File: config.mk
export PLATFORM = sky130hd
export DESIGN_NAME = gpio_lcd_port
export DESIGN_NICKNAME = d
export VERILOG_FILES = /design/src/rtl/gpio_lcd_pkg.sv /design/src/rtl/gpio_lcd_regs.sv /design/src/rtl/gpio_lcd_insync.sv /design/src/rtl/gpio_lcd_padmux.sv /design/src/rtl/gpio_lcd_port.sv
export SDC_FILE = /design/constraint.sdc
export NUM_CORES = 1
export LEC_CHECK = 0
export ABC_AREA = 1
export CORE_MARGIN = 5
export CORE_UTILIZATION = 44
export CTS_CLUSTER_DIAMETER = 40
export DETAILED_ROUTE_END_ITERATION = 7
export PLACE_DENSITY = 0.79
export SLEW_MARGIN = 10
export SYNTH_ARGS = -nofsm -noshare
export SYNTH_HDL_FRONTEND = slang
export SYNTH_SLANG_ARGS = --single-unit
File: constraint.sdc
create_clock -name clk -period 1.4 [get_ports clk]
set_input_delay 0.28 -clock clk [delete_from_list [all_inputs] [get_ports clk]]
set_output_delay 0.28 -clock clk [all_outputs]
set_load 0.03 [all_outputs]
File: src/rtl/gpio_lcd_pkg.sv
package gpio_lcd_pkg;

  // Which register a bus address selects
  typedef enum logic [1:0] {
    SEL_NONE = 2'd0,
    SEL_DATA = 2'd1,
    SEL_DIR  = 2'd2,
    SEL_FUNC = 2'd3
  } reg_sel_e;

  // Byte offsets of the registers from the base address
  localparam int unsigned OFS_DATA = 0;
  localparam int unsigned OFS_DIR  = 1;
  localparam int unsigned OFS_FUNC = 2;

endpackage

File: src/rtl/gpio_lcd_regs.sv
module gpio_lcd_regs
  import gpio_lcd_pkg::*;
#(
  parameter int unsigned WIDTH     = 8,
  parameter int unsigned ADDR_W    = 8,
  parameter int unsigned BASE_ADDR = 32'h2C
) (
  input  logic              clk,
  input  logic              rst,
  input  logic [ADDR_W-1:0] addr,
  input  logic [WIDTH-1:0]  wdata,
  input  logic              we,
  output reg_sel_e          sel,
  output logic [WIDTH-1:0]  latch_q,
  output logic [WIDTH-1:0]  dir_q,
  output logic [WIDTH-1:0]  func_q
);

  localparam logic [ADDR_W-1:0] A_DATA = ADDR_W'(BASE_ADDR + OFS_DATA);
  localparam logic [ADDR_W-1:0] A_DIR  = ADDR_W'(BASE_ADDR + OFS_DIR);
  localparam logic [ADDR_W-1:0] A_FUNC = ADDR_W'(BASE_ADDR + OFS_FUNC);

  always_comb begin
    if (addr == A_DATA)      sel = SEL_DATA;
    else if (addr == A_DIR)  sel = SEL_DIR;
    else if (addr == A_FUNC) sel = SEL_FUNC;
    else                     sel = SEL_NONE;
  end

  always_ff @(posedge clk) begin
    if (rst) begin
      latch_q <= '1;
      dir_q   <= '0;
      func_q  <= '0;
    end else if (we) begin
      case (sel)
        SEL_DATA: latch_q <= wdata;
        SEL_DIR:  dir_q   <= wdata;
        SEL_FUNC: func_q  <= wdata;
        default:  ;
      endcase
    end
  end

endmodule

File: src/rtl/gpio_lcd_insync.sv
module gpio_lcd_insync #(
  parameter int unsigned WIDTH  = 8,
  parameter int unsigned STAGES = 2
) (
  input  logic             clk,
  input  logic             rst,
  input  logic [WIDTH-1:0] din,
  output logic [WIDTH-1:0] dout
);

  logic [WIDTH-1:0] chain [STAGES];

  genvar s;
  generate
    for (s = 0; s < STAGES; s++) begin : g_stage
      if (s == 0) begin : g_first
        always_ff @(posedge clk) begin
          if (rst) chain[0] <= '0;
          else     chain[0] <= din;
        end
      end else begin : g_next
        always_ff @(posedge clk) begin
          if (rst) chain[s] <= '0;
          else     chain[s] <= chain[s-1];
        end
      end
    end
  endgenerate

  assign dout = chain[STAGES-1];

endmodule

File: src/rtl/gpio_lcd_padmux.sv
module gpio_lcd_padmux #(
  parameter int unsigned WIDTH = 8
) (
  input  logic [WIDTH-1:0] latch_q,
  input  logic [WIDTH-1:0] dir_q,
  input  logic [WIDTH-1:0] func_q,
  input  logic [WIDTH-1:0] lcd_dout,
  input  logic [WIDTH-1:0] lcd_doe,
  input  logic [WIDTH-1:0] pin_sync,
  output logic [WIDTH-1:0] pin_out,
  output logic [WIDTH-1:0] pin_oe,
  output logic [WIDTH-1:0] rd_view
);

  genvar n;
  generate
    for (n = 0; n < WIDTH; n++) begin : g_bit
      logic gpio_drive;
      assign gpio_drive = ~func_q[n] & dir_q[n];
      assign pin_oe[n]  = func_q[n] ? lcd_doe[n]  : dir_q[n];
      assign pin_out[n] = func_q[n] ? lcd_dout[n] : latch_q[n];
      assign rd_view[n] = gpio_drive ? latch_q[n] : pin_sync[n];
    end
  endgenerate

endmodule

File: src/rtl/gpio_lcd_port.sv
module gpio_lcd_port
  import gpio_lcd_pkg::*;
#(
  parameter int unsigned WIDTH       = 8,
  parameter int unsigned ADDR_W      = 8,
  parameter int unsigned BASE_ADDR   = 32'h2C,
  parameter int unsigned SYNC_STAGES = 2
) (
  input  logic              clk,
  input  logic              rst,
  input  logic [ADDR_W-1:0] bus_addr,
  input  logic [WIDTH-1:0]  bus_wdata,
  input  logic              bus_we,
  input  logic              bus_re,
  output logic [WIDTH-1:0]  bus_rdata,
  input  logic [WIDTH-1:0]  pin_in,
  output logic [WIDTH-1:0]  pin_out,
  output logic [WIDTH-1:0]  pin_oe,
  input  logic [WIDTH-1:0]  lcd_dout,
  input  logic [WIDTH-1:0]  lcd_doe,
  output logic [WIDTH-1:0]  lcd_din
);

  reg_sel_e         sel;
  logic [WIDTH-1:0] latch_q;
  logic [WIDTH-1:0] dir_q;
  logic [WIDTH-1:0] func_q;
  logic [WIDTH-1:0] pin_sync;
  logic [WIDTH-1:0] rd_view;

  gpio_lcd_regs #(
    .WIDTH(WIDTH), .ADDR_W(ADDR_W), .BASE_ADDR(BASE_ADDR)
  ) u_regs (
    .clk(clk), .rst(rst), .addr(bus_addr), .wdata(bus_wdata), .we(bus_we),
    .sel(sel), .latch_q(latch_q), .dir_q(dir_q), .func_q(func_q)
  );

  gpio_lcd_insync #(
    .WIDTH(WIDTH), .STAGES(SYNC_STAGES)
  ) u_sync (
    .clk(clk), .rst(rst), .din(pin_in), .dout(pin_sync)
  );

  gpio_lcd_padmux #(
    .WIDTH(WIDTH)
  ) u_mux (
    .latch_q(latch_q), .dir_q(dir_q), .func_q(func_q),
    .lcd_dout(lcd_dout), .lcd_doe(lcd_doe), .pin_sync(pin_sync),
    .pin_out(pin_out), .pin_oe(pin_oe), .rd_view(rd_view)
  );

  assign lcd_din = pin_sync;

  // Registered read: only the data address returns anything
  always_ff @(posedge clk) begin
    if (rst)
      bus_rdata <= '0;
    else if (bus_re)
      bus_rdata <= (sel == SEL_DATA) ? rd_view : '0;
  end

endmodule

==> flow_metrics.tcl, run 1 <==
set metrics [dict create \
    status "finished clean" \
    r2r_setup_slack_ns 0.50 \
    p_switching_mw 0.6090 \
    setup_slack_ns 0.06005 \
    end_kind "output port" \
    dr.pass1.iters 4 \
    syn_inst 319 \
    clock_skew_ns 0.004923 \
    layout-drive-gt1-share 0.1397 \
    grt_pass1_vias 2112 \
    hold_violations 0 \
    htree_num_levels 2 \
    seqPwrFrac 0.545 \
    io_buffers 75 \
    vias_per_cell 4.661 \
    startpoint_type "flip-flop" \
    yosysTopAreaCell "dfxtp_1" \
    cts.clk_slew.worst_paths_ns 0.09 \
    critPathMaxFanout 2 \
    hpwl_mm 4.257 \
    synth_area_leaders "dfxtp_1 (45%), nand2_1 (18%), nor2_1 (9.3%)" \
    intPower_mw 1.953 \
    drv_slew 0 \
    seq_area_frac_synth 0.4496 \
    r2r_start "u_regs.func_q[7]" \
    grt.overflow.total 0 \
    grt_antenna_before_repair 0 \
    diodes 0 \
    rsz0062_at_grt "false" \
    min_period_ns 1.340 \
    hold_path_class "flip-flop to flip-flop" \
    syn_area_um2 2137 \
    clk_latency_ns 0.31 \
    antenna_left 0 \
    maxUsedRoutingLayer "met4" \
    crit_arrival_ns 1.06 \
    worst_pin_slew_ns 0.3139 \
    grt.total_usage 0.1775 \
    grt_pass1_wl_mm 8.873 \
    num_rows 25 \
    worst-setup-path-type "flip-flop to output port" \
    drv_cap 0 \
    crit_chain "dlygate4sd2_1" \
    final-setup-viol-count 0 \
    hold-path-endpoint "u_sync.chain[1][6]" \
    dieArea_um2 6351 \
    p_comb_frac 0.123 \
    place_congestion 0.8283 \
    cts_setup_buffers 0 \
    ys_ff_latch 48 \
    cts-root-buf "clkbuf_8" \
    dieHeight_um 79.69 \
    irDropWorstVdd_uv 578.1 \
    wl_per_cell_um 11.54 \
    yosys.cell_types.count 18 \
    io_pins 76 \
    synth_top_area_frac 0.4496 \
    cts_buffers 5 \
    fin_tns_setup_ns 0 \
    drc 0 \
    met2_length_mm 2.751 \
    clockBufferDepth 2 \
    grt_max_degree 25 \
    p_per_area_nw_per_um2 829.1 \
    die_w_um 79.69 \
    initial_core_util 0.4525 \
    total_power_mw 2.562 \
    r2r_cells 6 \
    p_sw_frac 0.2377 \
    yosysWarnings 0 \
    final_common_cell "nand2_1" \
    cp_slowest_stage_delay_ns 0.41 \
    slowest_stage "dlygate4sd2_1" \
    min_from "u_sync.chain[0][6]" \
    area_delta_synth_final_pct 44.61 \
    cp.required_ns 1.12 \
    cp_top_family "buffers and inverters" \
    timing.hold.ws_ns 0.4048 \
    syn_avg_cell_area_um2 6.699 \
    relSlewSlack 0.7916 \
    fin_nets 451 \
    first_iter_violations 125 \
    place_ws_ns -0.2399 \
    wl_met1_mm 2.285 \
    r2r_end "bus_rdata[7]" \
    syn-num-nets 363 \
    hold_path_depth 2 \
    power_frac_clock 0.333 \
    fmax_mhz 746.3 \
    core-area_um2 4723 \
    fin_crit_sh 0.9571 \
    mostFrequentLayoutCells "nand2_1 (103), nor2_1 (53), clkdlybuf4s50_1 (42), inv_1 (41), dfxtp_1 (40)" \
    worst-path-buf-inv 1 \
    dr_total_vias 2214 \
    power_leakage_nw 1.532 \
    cts_tree "built" \
    wl_met3_um 363 \
    cts_num_sinks 48 \
    routed_wl_mm 5.481 \
]
## cells in the mapped netlist
master,n
a21oi_1,8
buf_1,1
buf_2,2
buf_4,1
buf_6,2
clkbuf_1,3
dfxtp_1,48
inv_1,41
inv_2,1
nand2_1,104
nand2_2,2
nand3_1,30
nand3_2,2
nand4_1,16
nor2_1,53
nor2_2,2
nor2_4,2
nor3_4,1
## metrics by stage
step | instance area [um^2] | instances | util
6_report | 3090 | 475 | 0.6543
5_1_grt | 3090 | 475 | 0.6543
4_1_cts | 3075 | 475 | 0.6511
3_5_place_dp | 3002 | 467 | 0.6355
3_3_place_gp | 3002 | 467 | 0.6355
2_1_floorplan | 2137 | 319 | -
## cells by family after synthesis
logic type,share of synthesized area
AO/OA/AOI/OAI,0.01874
buffers and inverters,0.09953
flip-flops,0.4496
AND/OR/NAND/NOR,0.4321
## what timing repair did
action                     in CTS  in global routing
cloned                          0                  0
hold buffers                    0                  0
gates resized for setup        16                 10
setup endpoints to repair      16                 11
## area by class of cell
type	count	area, um^2
well taps	67	83.83
multi-input cells	220	965.9
clock inverters	1	7.507
repair buffers	90	818.3
inverters	42	157.7
flip-flops and latches	48	970.9
fillers	422	1633
clock buffers	7	86.33
## power groups by stage
stage	clock, mW	sequential, mW	combinational [mW]
after floorplan	0	1.45	0.109
after global placement	0	1.43	0.316
after detailed placement	0	1.43	0.321
after CTS	0.872	1.40	0.316
after global routing	0.932	1.40	0.341
final	0.853	1.40	0.314
## worst max path at each step
stage	start	endpoint	depth (start not counted)
after floorplan	bus_addr[3]	u_regs.latch_q[0]	7
after global routing	u_regs.func_q[7]	pin_oe[7]	4
after detailed placement	bus_we	u_regs.dir_q[3]	6
after global placement	bus_we	u_regs.dir_q[4]	6
final	bus_rdata[0]	bus_rdata[0]	1
after CTS	u_regs.func_q[0]	pin_out[0]	4
## sequential cells by signal, indices dropped and copies added (netlist names)
signal / count
u_regs.dir_q: 8
u_regs.latch_q: 8
u_sync.chain: 16
u_regs.func_q: 8
bus_rdata: 8
## layer usage
layer  GRT usage  up-vias
li1            -     1166
met1      0.2011      964
met2      0.3189       74
met3     0.04289       10
met4     0.06701        0
met5           0        -
No activity file was read; power rests on OpenSTA's default activity.
==> run 2, diff against run 1 <==
--- a/config.mk
+++ b/config.mk
@@ -7,11 +7,12 @@
 export LEC_CHECK = 0
 export ABC_AREA = 1
 export CORE_MARGIN = 5
-export CORE_UTILIZATION = 44
+export CORE_UTILIZATION = 40
 export CTS_CLUSTER_DIAMETER = 40
 export DETAILED_ROUTE_END_ITERATION = 7
-export PLACE_DENSITY = 0.79
+export PLACE_DENSITY = 0.73
 export SLEW_MARGIN = 10
 export SYNTH_ARGS = -nofsm -noshare
 export SYNTH_HDL_FRONTEND = slang
 export SYNTH_SLANG_ARGS = --single-unit
+export TNS_END_PERCENT = 1
==> run 2 against run 1 <==
  * Register-to-register slack worse by 0.03 ns
  * Sequential share of layout area hardly changed
  * Combinational power is essentially flat
  * Clock-buffer cell count up 1
  * Utilization shrank 5.4 points
  * Global-route usage shrank 1.0 points
  * Die area up 8.7%
  * Worst setup slack better by 0.0039 ns
  * Sequential power barely moved
  * Total power is 0.49% lower
==> flow_metrics.tcl, run 2 (same netlist as run 1, synthesis figures left out) <==
set metrics [dict create \
    status "finished clean" \
    power_leakage_nw 1.524 \
    worst-setup-path-type "flip-flop to output port" \
    min_from "u_sync.chain[0][1]" \
    routed_wl_mm 5.602 \
    worst-path-buf-inv 1 \
    area_delta_synth_final_pct 44.44 \
    dieArea_um2 6905 \
    cts-root-buf "clkbuf_8" \
    r2r_end "bus_rdata[5]" \
    die_w_um 83.10 \
    clock_skew_ns 0.006578 \
    htree_num_levels 2 \
    seqPwrFrac 0.547 \
    power_frac_clock 0.329 \
    grt.overflow.total 0 \
    timing.hold.ws_ns 0.4065 \
    wl_per_cell_um 11.72 \
    grt.total_usage 0.1670 \
    initial_core_util 0.4158 \
    setup_slack_ns 0.06400 \
    drv_cap 0 \
    io_buffers 75 \
    cp_slowest_stage_delay_ns 0.41 \
    relSlewSlack 0.7779 \
    grt_max_degree 25 \
    hold_violations 0 \
    end_kind "output port" \
    dr_total_vias 2223 \
    place_ws_ns -0.2244 \
    first_iter_violations 155 \
    cts_num_sinks 48 \
    num_rows 26 \
    clk_latency_ns 0.29 \
    grt_pass1_wl_mm 9.542 \
    fin_nets 451 \
    largest_reg_flops 16 \
    cts_setup_buffers 0 \
    top_register "u_sync.chain" \
    fin_crit_sh 0.9543 \
    irDropWorstVdd_uv 654.5 \
    clockBufferDepth 2 \
    antenna_left 0 \
    cts_hold_buffers 0 \
    hold-path-endpoint "u_sync.chain[1][1]" \
    place_congestion 0.8373 \
    cts_buffers 5 \
    dieHeight_um 83.10 \
    crit_chain "dlygate4sd2_1" \
    final-setup-viol-count 0 \
    dr.pass1.iters 4 \
    p_comb_frac 0.124 \
    worst_pin_slew_ns 0.3344 \
    p_per_area_nw_per_um2 826.0 \
    grt_antenna_before_repair 0 \
    cts_tree "built" \
    final_common_cell "nand2_1" \
    r2r_start "u_regs.func_q[5]" \
    cp_top_family "buffers and inverters" \
    hold_path_depth 2 \
    drv_slew 0 \
    mostFrequentLayoutCells "nand2_1 (103), nor2_1 (53), clkdlybuf4s50_1 (43), inv_1 (41), dfxtp_1 (41)" \
    grt_pass1_vias 2164 \
    cts.clk_slew.worst_paths_ns 0.08 \
    rsz0062_at_grt "true" \
    hold_path_class "flip-flop to flip-flop" \
    intPower_mw 1.956 \
    r2r_setup_slack_ns 0.47 \
    crit_arrival_ns 1.06 \
    slowest_stage "dlygate4sd2_1" \
    fmax_mhz 748.5 \
    vias_per_cell 4.651 \
    drc 0 \
    r2r_cells 6 \
    diodes 0 \
    p_sw_frac 0.2330 \
    p_switching_mw 0.5941 \
    final_util 0.6005 \
    min_period_ns 1.336 \
    layout-drive-gt1-share 0.1348 \
    startpoint_type "flip-flop" \
    cp.required_ns 1.12 \
    core-area_um2 5140 \
    io_pins 76 \
    hpwl_mm 4.329 \
    critPathMaxFanout 2 \
]
-- run 2: cell type report --
type | count | area [um^2]
fill | 503 | 2053
sequential | 48 | 969.7
multi-input combinational | 220 | 965.9
timing repair buffer | 90 | 815.8
inverter | 42 | 157.7
clock buffer | 8 | 90.09
tap | 70 | 87.58
-- run 2: what timing repair did --
item | CTS | global route
endpoints found under the setup margin | 16 | 19
cloned | 0 | 0
resized for setup | 16 | 8
-- run 2: power groups by stage --
stage | combinational (mW) | sequential, mW | clock (mW)
detailed placement | 0.322 | 1.43 | 0
global placement | 0.318 | 1.43 | 0
floorplan | 0.109 | 1.45 | 0
global route | 0.344 | 1.40 | 0.931
finish | 0.316 | 1.40 | 0.838
CTS | 0.317 | 1.40 | 0.866
-- run 2: worst max path at each step --
stage / depth (start not counted) / endpoint / startpoint
after floorplan: 7 / u_regs.latch_q[0] / bus_addr[3]
after global placement: 6 / u_regs.dir_q[4] / bus_we
after detailed placement: 8 / u_regs.latch_q[2] / bus_addr[5]
after CTS: 4 / pin_oe[0] / u_regs.func_q[0]
after global routing: 8 / bus_rdata[0] / bus_addr[5]
final: 1 / lcd_din[1] / u_sync.chain[1][1]
-- run 2: routing by layer --
metal,track usage,share of wire,up-vias
met5,0,0,-
met4,0.06241,0.014,0
met3,0.04653,0.074,8
met2,0.2959,0.50,76
met1,0.1898,0.41,978
li1,-,-,1161
-- run 2: per-stage QoR --
stage,power [mW],area (um^2),std cells,TNS (ns)
floorplan,1.554,2137,319,0
global placement,1.746,3005,470,-4.337
detailed placement,1.751,3005,470,-5.581
CTS,2.580,3075,478,0
global route,2.674,3087,478,-0.007108
finish,2.550,3087,478,0
